$ cat config.mk
export PLATFORM = sky130hd
export DESIGN_NAME = keyscan_ctrl
export DESIGN_NICKNAME = d
export VERILOG_FILES = /design/src/rtl/keyscan_pkg.sv /design/src/rtl/ks_col_sync.sv /design/src/rtl/ks_image.sv /design/src/rtl/keyscan_ctrl.sv
export SDC_FILE = /design/constraint.sdc
export NUM_CORES = 1
export LEC_CHECK = 0
export ABC_CLOCK_PERIOD_IN_PS = 7600
export BUFFER_PORTS_ARGS = -buffer_cell sky130_fd_sc_hd__buf_4
export CORE_ASPECT_RATIO = 0.6
export CORE_MARGIN = 2
export CORE_UTILIZATION = 38
export DETAILED_ROUTE_END_ITERATION = 12
export GPL_TIMING_DRIVEN = 1
export PLACE_DENSITY = 0.65
export SKIP_LAST_GASP = 1
export SLEW_MARGIN = 20
export SYNTH_ARGS = -nofsm -noshare
export SYNTH_HDL_FRONTEND = slang
export SYNTH_SLANG_ARGS = --single-unit
$ cat constraint.sdc
create_clock -name clk -period 7.6 [get_ports clk]
set_input_delay 0.76 -clock clk [delete_from_list [all_inputs] [get_ports clk]]
set_output_delay 0.76 -clock clk [all_outputs]
set_load 0.03 [all_outputs]
$ cat src/rtl/keyscan_pkg.sv
package keyscan_pkg;
  typedef enum logic [1:0] {
    ST_IDLE  = 2'd0,
    ST_SCAN  = 2'd1,
    ST_PAUSE = 2'd2
  } ks_state_t;

  localparam int SETTLE_CYCLES = 2;
endpackage

$ cat src/rtl/ks_col_sync.sv
module ks_col_sync #(
  parameter int NUM_ROWS = 5,
  parameter int NUM_COLS = 6
) (
  input  logic                         clk,
  input  logic                         rst,
  input  logic [NUM_COLS-1:0]          col_n,
  input  logic [NUM_ROWS*NUM_COLS-1:0] image,
  output logic [NUM_COLS-1:0]          col_s,
  output logic                         diff
);
  logic [NUM_COLS-1:0] baseline;

  always_ff @(posedge clk) begin
    if (rst) col_s <= '1;
    else     col_s <= col_n;
  end

  // With all rows low, a column reads high only if no key on it is down
  always_comb begin
    for (int c = 0; c < NUM_COLS; c++) begin
      baseline[c] = 1'b1;
      for (int r = 0; r < NUM_ROWS; r++) begin
        if (image[r*NUM_COLS + c]) baseline[c] = 1'b0;
      end
    end
  end

  assign diff = (col_s != baseline);
endmodule

$ cat src/rtl/ks_image.sv
module ks_image #(
  parameter int NUM_ROWS = 5,
  parameter int NUM_COLS = 6,
  localparam int ROW_W   = (NUM_ROWS > 1) ? $clog2(NUM_ROWS) : 1
) (
  input  logic                         clk,
  input  logic                         rst,
  input  logic                         wr_en,
  input  logic [ROW_W-1:0]             row_sel,
  input  logic [NUM_COLS-1:0]          wr_data,
  input  logic                         rd_req,
  output logic [NUM_COLS-1:0]          row_old,
  output logic [NUM_ROWS*NUM_COLS-1:0] live,
  output logic [NUM_ROWS*NUM_COLS-1:0] captured
);
  logic [NUM_ROWS*NUM_COLS-1:0] img_q;

  always_ff @(posedge clk) begin
    if (rst) begin
      img_q    <= '0;
      captured <= '0;
    end else begin
      if (wr_en) img_q[int'(row_sel)*NUM_COLS +: NUM_COLS] <= wr_data;
      if (rd_req) captured <= img_q;
    end
  end

  assign row_old = img_q[int'(row_sel)*NUM_COLS +: NUM_COLS];
  assign live    = img_q;
endmodule

$ cat src/rtl/keyscan_ctrl.sv
module keyscan_ctrl #(
  parameter int NUM_ROWS  = 5,
  parameter int NUM_COLS  = 6,
  parameter int ROW_TICKS = 4
) (
  input  logic                         clk,
  input  logic                         rst,
  input  logic                         tick,
  input  logic [NUM_COLS-1:0]          col_n,
  input  logic                         stop_req,
  input  logic                         read_req,
  output logic [NUM_ROWS-1:0]          row_drv,
  output logic                         int_o,
  output logic [NUM_ROWS*NUM_COLS-1:0] key_image
);
  import keyscan_pkg::*;

  localparam int ROW_W  = (NUM_ROWS > 1) ? $clog2(NUM_ROWS) : 1;
  localparam int TCNT_W = (ROW_TICKS > 1) ? $clog2(ROW_TICKS) : 1;
  localparam logic [ROW_W-1:0]    LAST_ROW  = ROW_W'(NUM_ROWS - 1);
  localparam logic [TCNT_W-1:0]   LAST_TICK = TCNT_W'(ROW_TICKS - 1);
  localparam logic [NUM_ROWS-1:0] ONE_ROW   = NUM_ROWS'(1);

  ks_state_t           state;
  logic [ROW_W-1:0]    row_idx;
  logic [TCNT_W-1:0]   tcnt;
  logic [1:0]          settle;
  logic                pend;
  logic                int_q;
  logic [NUM_ROWS-1:0] row_q;

  logic [NUM_COLS-1:0]          col_s;
  logic                         col_diff;
  logic [NUM_COLS-1:0]          row_old;
  logic [NUM_ROWS*NUM_COLS-1:0] img_live;
  logic                         last_tick;
  logic                         sample;
  logic [NUM_COLS-1:0]          pressed;

  assign last_tick = tick && (tcnt == LAST_TICK);
  assign sample    = (state == ST_SCAN) && !stop_req && last_tick;
  assign pressed   = ~col_s;

  ks_col_sync #(.NUM_ROWS(NUM_ROWS), .NUM_COLS(NUM_COLS)) u_sync (
    .clk   (clk),
    .rst   (rst),
    .col_n (col_n),
    .image (img_live),
    .col_s (col_s),
    .diff  (col_diff)
  );

  ks_image #(.NUM_ROWS(NUM_ROWS), .NUM_COLS(NUM_COLS)) u_img (
    .clk      (clk),
    .rst      (rst),
    .wr_en    (sample),
    .row_sel  (row_idx),
    .wr_data  (pressed),
    .rd_req   (read_req),
    .row_old  (row_old),
    .live     (img_live),
    .captured (key_image)
  );

  always_ff @(posedge clk) begin
    if (rst) begin
      state   <= ST_IDLE;
      row_idx <= '0;
      tcnt    <= '0;
      settle  <= 2'(SETTLE_CYCLES);
      pend    <= 1'b0;
      int_q   <= 1'b0;
      row_q   <= '0;
    end else begin
      case (state)
        ST_IDLE: begin
          row_q <= '0;
          if (settle != 2'd0) begin
            settle <= settle - 2'd1;
          end else if (col_diff) begin
            state   <= ST_SCAN;
            row_idx <= '0;
            tcnt    <= '0;
            row_q   <= ~ONE_ROW;
          end
        end
        ST_SCAN: begin
          if (stop_req) begin
            int_q <= 1'b0;
            row_q <= '0;
            tcnt  <= '0;
            pend  <= 1'b0;
            if (pend) begin
              state <= ST_PAUSE;
            end else begin
              state  <= ST_IDLE;
              settle <= 2'(SETTLE_CYCLES);
            end
          end else if (tick) begin
            if (last_tick) begin
              tcnt <= '0;
              if (int_q && (pressed != row_old)) pend <= 1'b1;
              if (row_idx == LAST_ROW) begin
                row_idx <= '0;
                int_q   <= 1'b1;
                row_q   <= ~ONE_ROW;
              end else begin
                row_idx <= row_idx + 1'b1;
                row_q   <= ~(ONE_ROW << (row_idx + 1'b1));
              end
            end else begin
              tcnt <= tcnt + 1'b1;
            end
          end
        end
        ST_PAUSE: begin
          if (tick) begin
            if (last_tick) begin
              state   <= ST_SCAN;
              tcnt    <= '0;
              row_idx <= '0;
              row_q   <= ~ONE_ROW;
            end else begin
              tcnt <= tcnt + 1'b1;
            end
          end
        end
        default: begin
          state <= ST_IDLE;
          row_q <= '0;
        end
      endcase
    end
  end

  assign row_drv = row_q;
  assign int_o   = int_q;
endmodule

# ---- After elaboration in Yosys (flattened, before gate mapping)
# Cells that the tools add are included.
dict set report totals {
  regBits 82
  in_bits 11
  output_inout_bits 36
  wordCells 133
}
dict set report op_classes {
  addsub 4
  mul 1
  n_eq_ne 18
  shifts 4
  mux 74
  n_bitwise 2
  reduce_logical 20
}
# operator n
set ops {}
lappend ops {{$mux W5} 8}
lappend ops {{$mux W1} 38}
lappend ops {{$neg A6 Y33} 1}
lappend ops {{$shift A6 B33 Y30 const A} 1}
lappend ops {{$shiftx A6 B33 Y30} 1}
lappend ops {{$shiftx A30 B32 Y6} 1}
lappend ops {{$bwmux W30} 1}
lappend ops {{$mux W2} 14}
lappend ops {{$mux W3} 8}
lappend ops {{$ne A2 B2 Y1 const B} 10}
lappend ops {{$reduce_and A4 Y1} 4}
lappend ops {{$pmux W5 S3} 1}
lappend ops {{$ne A6 B6 Y1} 2}
lappend ops {{$pmux W2 S3} 2}
lappend ops {{$reduce_bool A2 Y1} 6}
lappend ops {{$pmux W3 S3} 1}
lappend ops {{$reduce_and A8 Y1} 1}
lappend ops {{$ne A3 B3 Y1 const B} 2}
lappend ops {{$not A6 Y6} 1}
lappend ops {{$mul A3 B2 Y5 const B} 1}
lappend ops {{$not A5 Y5} 1}
lappend ops {{$reduce_and A5 Y1} 1}
lappend ops {{$shl A1 B3 Y5 const A} 1}
lappend ops {{$eq A2 B2 Y1 const B} 2}
lappend ops {{11 further kinds} 14}

# ---- Depth between registers and ports, before layout
# Gate-level depths: netlist (run 1).
dict set report depth {
  depth_word 9
  mapped_depth 13
  depth_no_buf 12
}

# ---- Modules after synthesis
# From an unflattened synthesis (run 1), not the netlist that was laid out.
dict set report hier_totals {
  hier_cells 533
  hier_area_um2 4738.3
}
# mod n_inst cells_each area_per_inst_um2 seq_area_each_um2
set by_module_without_submodules {}
lappend by_module_without_submodules {ks_image 1 365 3263.1 1201.2}
lappend by_module_without_submodules {keyscan_ctrl 1 135 1168.6 320.3}
lappend by_module_without_submodules {ks_col_sync 1 33 306.5 120.1}

# ---- Worst setup path after synthesis (run 1)
# Ideal clock, no wire load.
dict set report synth_timing {
  path_kind {flip-flop to flip-flop}
  from {reg row_idx[1]}
  to {reg u_img.img_q[2], in the netlist u_img.live[2]}
  setup_time_ns 0.131
  arrival_time_ns 3.199
  setup_slack_ns 4.270
  stages_incl_launch_ff 12
  cell_sequence {dfxtp_1 > clkbuf_1 > inv_1 > fa_1 > xnor2_1 > nor3_1 > ha_1 > or4_1 > clkbuf_1 > o32ai_1 > o221a_2 > nor3_1}
}
dict set report synth_between {
  elab_chain_len 4
  word_cells_on_any_way 5
  classes_between {add/sub (1); mul (1); shift (2); mux (1)}
}
# element line_no
set synth_lines {}
lappend synth_lines {{start, declared} keyscan_ctrl.sv:25} ;# logic [ROW_W-1:0] row_idx;
lappend synth_lines {{start signal, assigned} keyscan_ctrl.sv:108} ;# row_idx <= row_idx + 1'b1;
lappend synth_lines {{$mul A3 B2 Y5 *} ks_image.sv:23} ;# if (wr_en) img_q[int'(row_sel)*NUM_COLS +: NUM_COLS] <= wr_data;
lappend synth_lines {{$neg A6 Y33 *} ks_image.sv:23}
lappend synth_lines {{$shiftx A6 B33 Y30 or $shift A6 B33 Y30 (tied branches)} ks_image.sv:23}
lappend synth_lines {{$bwmux W30 *} ks_image.sv:23}
lappend synth_lines {{end signal, assigned by index} ks_image.sv:23}
lappend synth_lines {{end, declared} ks_image.sv:16} ;# logic [NUM_ROWS*NUM_COLS-1:0] img_q;
# Every way passes the cells marked *; elsewhere a longest branch is shown, timed or not.
# A chain may end at the register's enable or synchronous reset.

# ---- Worst setup path after layout (run 1)
dict set report layout_timing {
  from {reg row_idx[0]}
  to {reg u_img.img_q[2], in the netlist u_img.live[2]}
}
# Same word-level chain as after synthesis.

==> run_results.csv, run 1 <==
group,metric,value,unit
detailed_routing,vias,3920,
pwr,ir_drop,0.116,mV
cells_and_area,fillers,1115,
floorplan,die_area,0.0124,mm2
grt,grt_usage,22.1,%
placement,io_buffers,46,
run_status,status,"complete, no violations",
grt,grt_antenna_before_repair,0,
detailed_routing,vias_per_cell,5.75,
pwr,p_per_area,225,mW/mm2
logic_synthesis,synth_area_leader_cell,"dfxtp_1",
sta,slew_violations,0,
sta,setup_violations,0,
pwr,combinationalPowerShare,18.8,%
pwr,p_int,0.000812,W
clocking,clockBufferDepth,2,
sta,timing_hold_violations_final,0,
pwr,seqPwrFrac,39.9,%
pwr,power.leakage,2.04,nW
clocking,cts_max_level,3,
cells_and_area,final_area,0.00514,mm2
logic_synthesis,synth_edf_count,0,
grt,grt_pass1_wl,20500,um
floorplan,fp.dieW,143,um
cells_and_area,area_growth,17.2,%
clocking,cts_tree,"done",
sta,fin_setup_tns,0,ns
pwr,clkPwrFrac,41.2,%
clocking,cts_resized,0,
logic_synthesis,ys_seq_elements,82,
floorplan,coreArea,0.0113,mm2
logic_synthesis,async_flop_share,0,%
logic_synthesis,yosysSeqAreaShare,37.4,%
cells_and_area,final_cell_count_no_fill,682,
placement,dp_cells,666,
logic_synthesis,syn_area,0.00438,mm2
clocking,clockRootBuffer,"clkbuf_16",
sta,clock_skew,0.00516,ns
logic_synthesis,synth_area_leaders,"dfxtp_1 37%, mux2i_1 8.9%, nor2_1 5.7%",
clocking,holdBufCountCts,0,
clocking,worstSkewPairLatency,0.35,ns
logic_synthesis,synth_nets,535,
grt,globalRouteOverflowTotal,0,
setup_path,crit_fanout,21,
grt,grt_pass1_vias,3669,
pwr,netSwitchingPower,0.000345,W
sta,period_minus_slack,4.57,ns
clocking,path_clk_slew,0.06,ns
setup_path,worstSetupEndpointType,"register",
sta,grt_setup_unrepaired,"no",
setup_path,worstSetupPathType,"register to register",
min_path,hold_path.class,"register to register",
setup_path,cpPeakStageDelay,0.93,ns
setup_path,critPathRequiredTime,7.79,ns
detailed_routing,drt-initial-drc-count,436,
detailed_routing,drt_first_pass_iters,5,
logic_synthesis,synthFlopType,"dfxtp_1",
setup_path,crit_start,"row_idx[0]$_SDFFE_PP0P_",
setup_path,worstPathArrival,4.76,ns
detailed_routing,drt_wl_total,13200,um
clocking,cts_made_buffers,9,
setup_path,crit_path_start_kind,"register",
logic_synthesis,synth_cells,503,
sta,fmax,0.219,GHz
clocking,clock_sinks,82,
setup_path,path_cells,"buf_4 -> ha_1 -> inv_1 -> fa_1 -> xnor2_1 -> nor3_1 -> ha_1 -> nand3_1 -> or2_0 -> o32ai_1 -> o221a_2 -> nor3_1",
floorplan,start_util,38.9,%
clocking,post-cts-setup-buffers,0,
setup_path,cp_top_family,"adder cells",
cells_and_area,drive_gt1_share,16.9,%
pwr,power,0.00116,W
placement,hpwl,9890,um
detailed_routing,postRouteAntennaNets,0,
pwr,swShare,29.8,%
detailed_routing,routedWlPerCell,19.3,um
logic_synthesis,syn_avg_cell_area,8.72,um2
logic_synthesis,synth_top_area_share,37.4,%
setup_path,slowest_stage,"dfxtp_1",
sta,slew-limit-headroom,35.0,%
grt,grt_max_degree,86,
placement,placed_area,0.00481,mm2
run,maxCapViolCount,0,
logic_synthesis,yosysWarningCount,0,
floorplan,ios,47,
floorplan,die_h,87.2,um
placement,routabilityCongestion,0.915,
setup_path,rr_startpoint,"row_idx[0]$_SDFFE_PP0P_",
sta,period_share,60.1,%
cells_and_area,nets,565,
detailed_routing,drc,0,
floorplan,num_rows,30,
cells_and_area,antenna_cells,0,
min_path,hp-start,"row_drv[0]$_SDFFE_PP0P_",
sta,tightest_slew,0.966,ns
setup_path,path_buf_inv,2,
logic_synthesis,ys_types,50,
## cell usage in the layout (no fill, tap or decap), types with 7 or more instances in the layout
master / n
dfxtp_1: 82
nor2_1: 67
buf_4: 47
a21oi_1: 46
mux2i_1: 39
nand2_1: 28
ha_1: 20
nor3_1: 19
inv_1: 17
o21ai_0: 17
nand3_1: 15
or4_1: 13
or3_1: 11
clkbuf_16: 9
nand2b_1: 8
xnor2_1: 7
or2_2: 7
## sequential cells by signal (all words and copies together) (netlist names)
register and cells:
int_o 1, u_img.captured 30, row_idx 3, tcnt 2, u_img.live 30, state 2, pend 1, u_sync.col_s 6
row_drv 5, settle 2
## through the flow
step	setup slack (ns)	hold slack (ns)	util (%)
floorplan	4.27	0.449	-
global placement	3.37	0.443	42.7
detailed placement	3.18	0.453	42.7
CTS	3.14	0.462	45.6
global route	2.79	0.489	45.6
finish	3.03	0.454	45.6
## worst register-to-register path: stages (launching register included)
cell and delay [ns]:
dfxtp_1 0.93, buf_4 0.35, ha_1 0.26, inv_1 0.08
fa_1 0.41, xnor2_1 0.42, nor3_1 0.10, ha_1 0.36
nand3_1 0.18, or2_0 0.38, o32ai_1 0.57, o221a_2 0.31
nor3_1 0.05
## cell families after synthesis
family	after synthesis	synth area share [%]
XOR/XNOR	10	2.00
AO/OA/AOI/OAI	104	15.2
flip-flops	82	37.4
adder cells (fa/ha/maj)	21	6.16
multiplexers	49	13.0
buffers and inverters	45	3.97
AND/OR/NAND/NOR	192	22.2
## metal layers
metal  part of all wire [%]  routed length (um)  track usage, %  vias up
li1                       -                   -               -     1876
met1                     50                6620            32.9     1865
met2                     39                5140            29.7      164
met3                    9.7                1280            7.59       15
met4                    1.1                 146            6.30        0
met5                      0                   0               0        -
## power groups by stage
stage,Combinational [W],Sequential [W],Clock [W]
global placement,0.000213,0.000470,0
detailed placement,0.000213,0.000471,0
finish,0.000218,0.000462,0.000477
global route,0.000241,0.000464,0.000503
CTS,0.000214,0.000462,0.000487
floorplan,0.000157,0.000470,0
## path summary, 6_finish.rpt
check                           slack [ns]                         end  cells past startpoint
worst min-delay path                  0.45     row_drv[0]$_SDFFE_PP0P_                      2
worst min register to register        0.45     row_drv[0]$_SDFFE_PP0P_                      2
worst max register to register        3.03  u_img.live[2]$_SDFFE_PP0P_                     12
worst max-delay path                  3.03  u_img.live[2]$_SDFFE_PP0P_                     12
## cell type report
| class | count | area [um2] | share of cell area (%) |
|---|---|---|---|
| multi-input combinational | 376 | 2570 | 50.1 |
| clock buffer | 9 | 225 | 4.38 |
| inverter | 17 | 63.8 | 1.24 |
| tap | 144 | 180 | 3.51 |
| timing repair buffer | 47 | 353 | 6.87 |
| sequential | 82 | 1640 | 32.0 |
| clock inverter | 7 | 98.8 | 1.92 |
## Yosys cell counts (all sizes together) (2+ instances only)
| cell type | n |
|---|---|
| dfxtp | 82 |
| nor2 | 67 |
| a21oi | 46 |
| mux2i | 39 |
| nand2 | 28 |
| clkbuf | 23 |
| ha | 20 |
| nor3 | 20 |
| inv | 17 |
| o21ai | 17 |
| nand3 | 15 |
| or4 | 14 |
| or3 | 11 |
| nand2b | 8 |
| or2 | 8 |
| xnor2 | 7 |
| a22oi | 6 |
| mux4 | 6 |
| nor3b | 6 |
| a211oi | 5 |
| buf | 5 |
| nand4 | 5 |
| a21o | 4 |
| mux2 | 4 |
| nor4 | 4 |
| o221a | 4 |
| o32ai | 4 |
| a31oi | 3 |
| xor2 | 3 |
| and3 | 2 |
| nor2b | 2 |
| o211ai | 2 |
| o21bai | 2 |
| o31ai | 2 |
| o32a | 2 |
(Power assumes the default switching activity.)
==> inputs of run 2 (changes only) <==
Settings changed: ABC_CLOCK_PERIOD_IN_PS 7600 to 4650.
Clock period 7.6 ns to 4.65 ns, I/O delays scaled along.
==> run 2 against run 1 <==
Against the previous run:
- first-iteration DRC count is 5.5% lower
- sequential share of layout area barely moved
- non-clock buffer count up 1
- highest routed layer unchanged
==> run_results.csv, run 2 (synthesis results as in run 1) <==
group,metric,value,unit
cells_and_area,multi_input_area,0.00257,mm2
cells_and_area,final_common_cell,"dfxtp_1",
setup_path,worstPathArrival,4.43,ns
clocking,clock_sinks,82,
sta,slew-limit-headroom,33.6,%
sta,setup_violations,0,
sta,tightest_slew,0.987,ns
sta,period_minus_slack,4.17,ns
pwr,seqPwrFrac,39.5,%
placement,routabilityCongestion,0.935,
clocking,path_clk_slew,0.06,ns
setup_path,worstSetupEndpointType,"register",
sta,slew_violations,0,
detailed_routing,drc,0,
pwr,ir_drop,0.224,mV
detailed_routing,routedWlPerCell,18.9,um
setup_path,worstSetupPathType,"register to register",
cells_and_area,nets,566,
sta,period_share,89.6,%
cells_and_area,antenna_cells,0,
floorplan,die_area,0.0124,mm2
grt,grt_pass1_vias,3534,
detailed_routing,vias_per_cell,5.79,
clocking,cts_max_level,3,
sta,clock_skew,0.00532,ns
run_status,status,"complete, no violations",
cells_and_area,mostFrequentLayoutCells,"82 x dfxtp_1, 67 x nor2_1, 48 x buf_4",
pwr,clkPwrFrac,40.6,%
setup_path,crit_path_start_kind,"register",
clocking,post-cts-setup-buffers,0,
pwr,swShare,29.5,%
clocking,worstSkewPairLatency,0.34,ns
detailed_routing,drt_first_pass_iters,5,
sta,timing_hold_violations_final,0,
pwr,combinationalPowerShare,19.9,%
pwr,power.leakage,2.03,nW
cells_and_area,final_util,45.6,%
min_path,hold_path.class,"input port to register",
floorplan,start_util,38.9,%
run,maxCapViolCount,0,
cells_and_area,area_growth,17.1,%
floorplan,fp.dieW,143,um
clocking,clockRootBuffer,"clkbuf_16",
grt,grt_usage,21.4,%
detailed_routing,postRouteAntennaNets,0,
clocking,holdBufCountCts,0,
pwr,p_per_area,367,mW/mm2
clocking,clockBufferDepth,2,
setup_path,critPathRequiredTime,4.91,ns
placement,io_buffers,46,
grt,grt_antenna_before_repair,0,
clocking,cts_tree,"done",
floorplan,ios,47,
clocking,cts_resized,0,
grt,grt_max_degree,86,
cells_and_area,seqCellArea,0.00164,mm2
pwr,netSwitchingPower,0.000556,W
placement,hpwl,9540,um
floorplan,die_h,87.2,um
grt,grt_pass1_wl,19900,um
detailed_routing,drt_wl_total,12900,um
cells_and_area,fillers,1083,
floorplan,coreArea,0.0113,mm2
setup_path,crit_fanout,13,
sta,grt_setup_unrepaired,"no",
clocking,cts_made_buffers,9,
cells_and_area,drive_gt1_share,16.7,%
pwr,p_int,0.00133,W
detailed_routing,drt-initial-drc-count,412,
floorplan,num_rows,30,
sta,fin_setup_tns,0,ns
grt,globalRouteOverflowTotal,0,
sta,fmax,0.240,GHz
detailed_routing,vias,3955,
==> run 2: per-stage QoR <==
step	cells	hold slack (ns)	setup WS, ns	power [W]	instance area [um2]
2_1_floorplan	503	0.449	1.32	0.00103	4380
3_3_place_gp	667	0.444	0.828	0.00112	4810
3_5_place_dp	667	0.455	0.643	0.00112	4810
4_1_cts	683	0.302	0.593	0.00189	5130
5_1_grt	683	0.304	0.303	0.00197	5130
6_report	683	0.315	0.485	0.00188	5130
==> run 2: worst paths after layout <==
path                                               from                           to  slack [ns]  depth (start not counted)
worst min-delay path                           col_n[2]   u_sync.col_s[2]$_SDFF_PP1_        0.31                          2
worst max register to register  row_idx[1]$_SDFFE_PP0P_  u_img.live[15]$_SDFFE_PP0P_        0.48                         11
worst min register to register  row_drv[0]$_SDFFE_PP0P_      row_drv[0]$_SDFFE_PP0P_        0.46                          2
worst max-delay path            row_idx[1]$_SDFFE_PP0P_  u_img.live[15]$_SDFFE_PP0P_        0.48                         11
==> run 2: power groups by stage <==
stage	clock network, W	logic [W]	registers [W]
floorplan	0	0.000257	0.000768
global placement	0	0.000362	0.000758
global route	0.000813	0.000408	0.000746
finish	0.000766	0.000375	0.000744
detailed placement	0	0.000366	0.000759
CTS	0.000781	0.000368	0.000744
==> run 2: per-layer routing <==
| layer | part of all wire [%] | global-route usage, % |
|---|---|---|
| met5 | 0 | 0 |
| met4 | 1.1 | 4.68 |
| met3 | 8.6 | 6.87 |
| met2 | 39 | 28.8 |
| met1 | 51 | 32.6 |
==> run 2: cell type report <==
| cell class | count | area share, % |
|---|---|---|
| clock inverters | 6 | 1.78 |
| multi-input cells | 376 | 50.0 |
| flip-flops and latches | 82 | 32.0 |
| repair buffers | 48 | 7.02 |
| clock buffers | 10 | 4.46 |
| well taps | 144 | 3.51 |
| inverters | 17 | 1.24 |
==> run 2: critical path, cell delays in order (launching register included) <==
cell	delay (ns)
dfxtp_1	0.77
ha_1	0.38
inv_1	0.08
fa_1	0.41
xnor2_1	0.42
nor3_1	0.09
ha_1	0.40
nand3_1	0.21
nor2_1	0.54
nand2_1	0.20
or4_1	0.44
a21oi_1	0.15
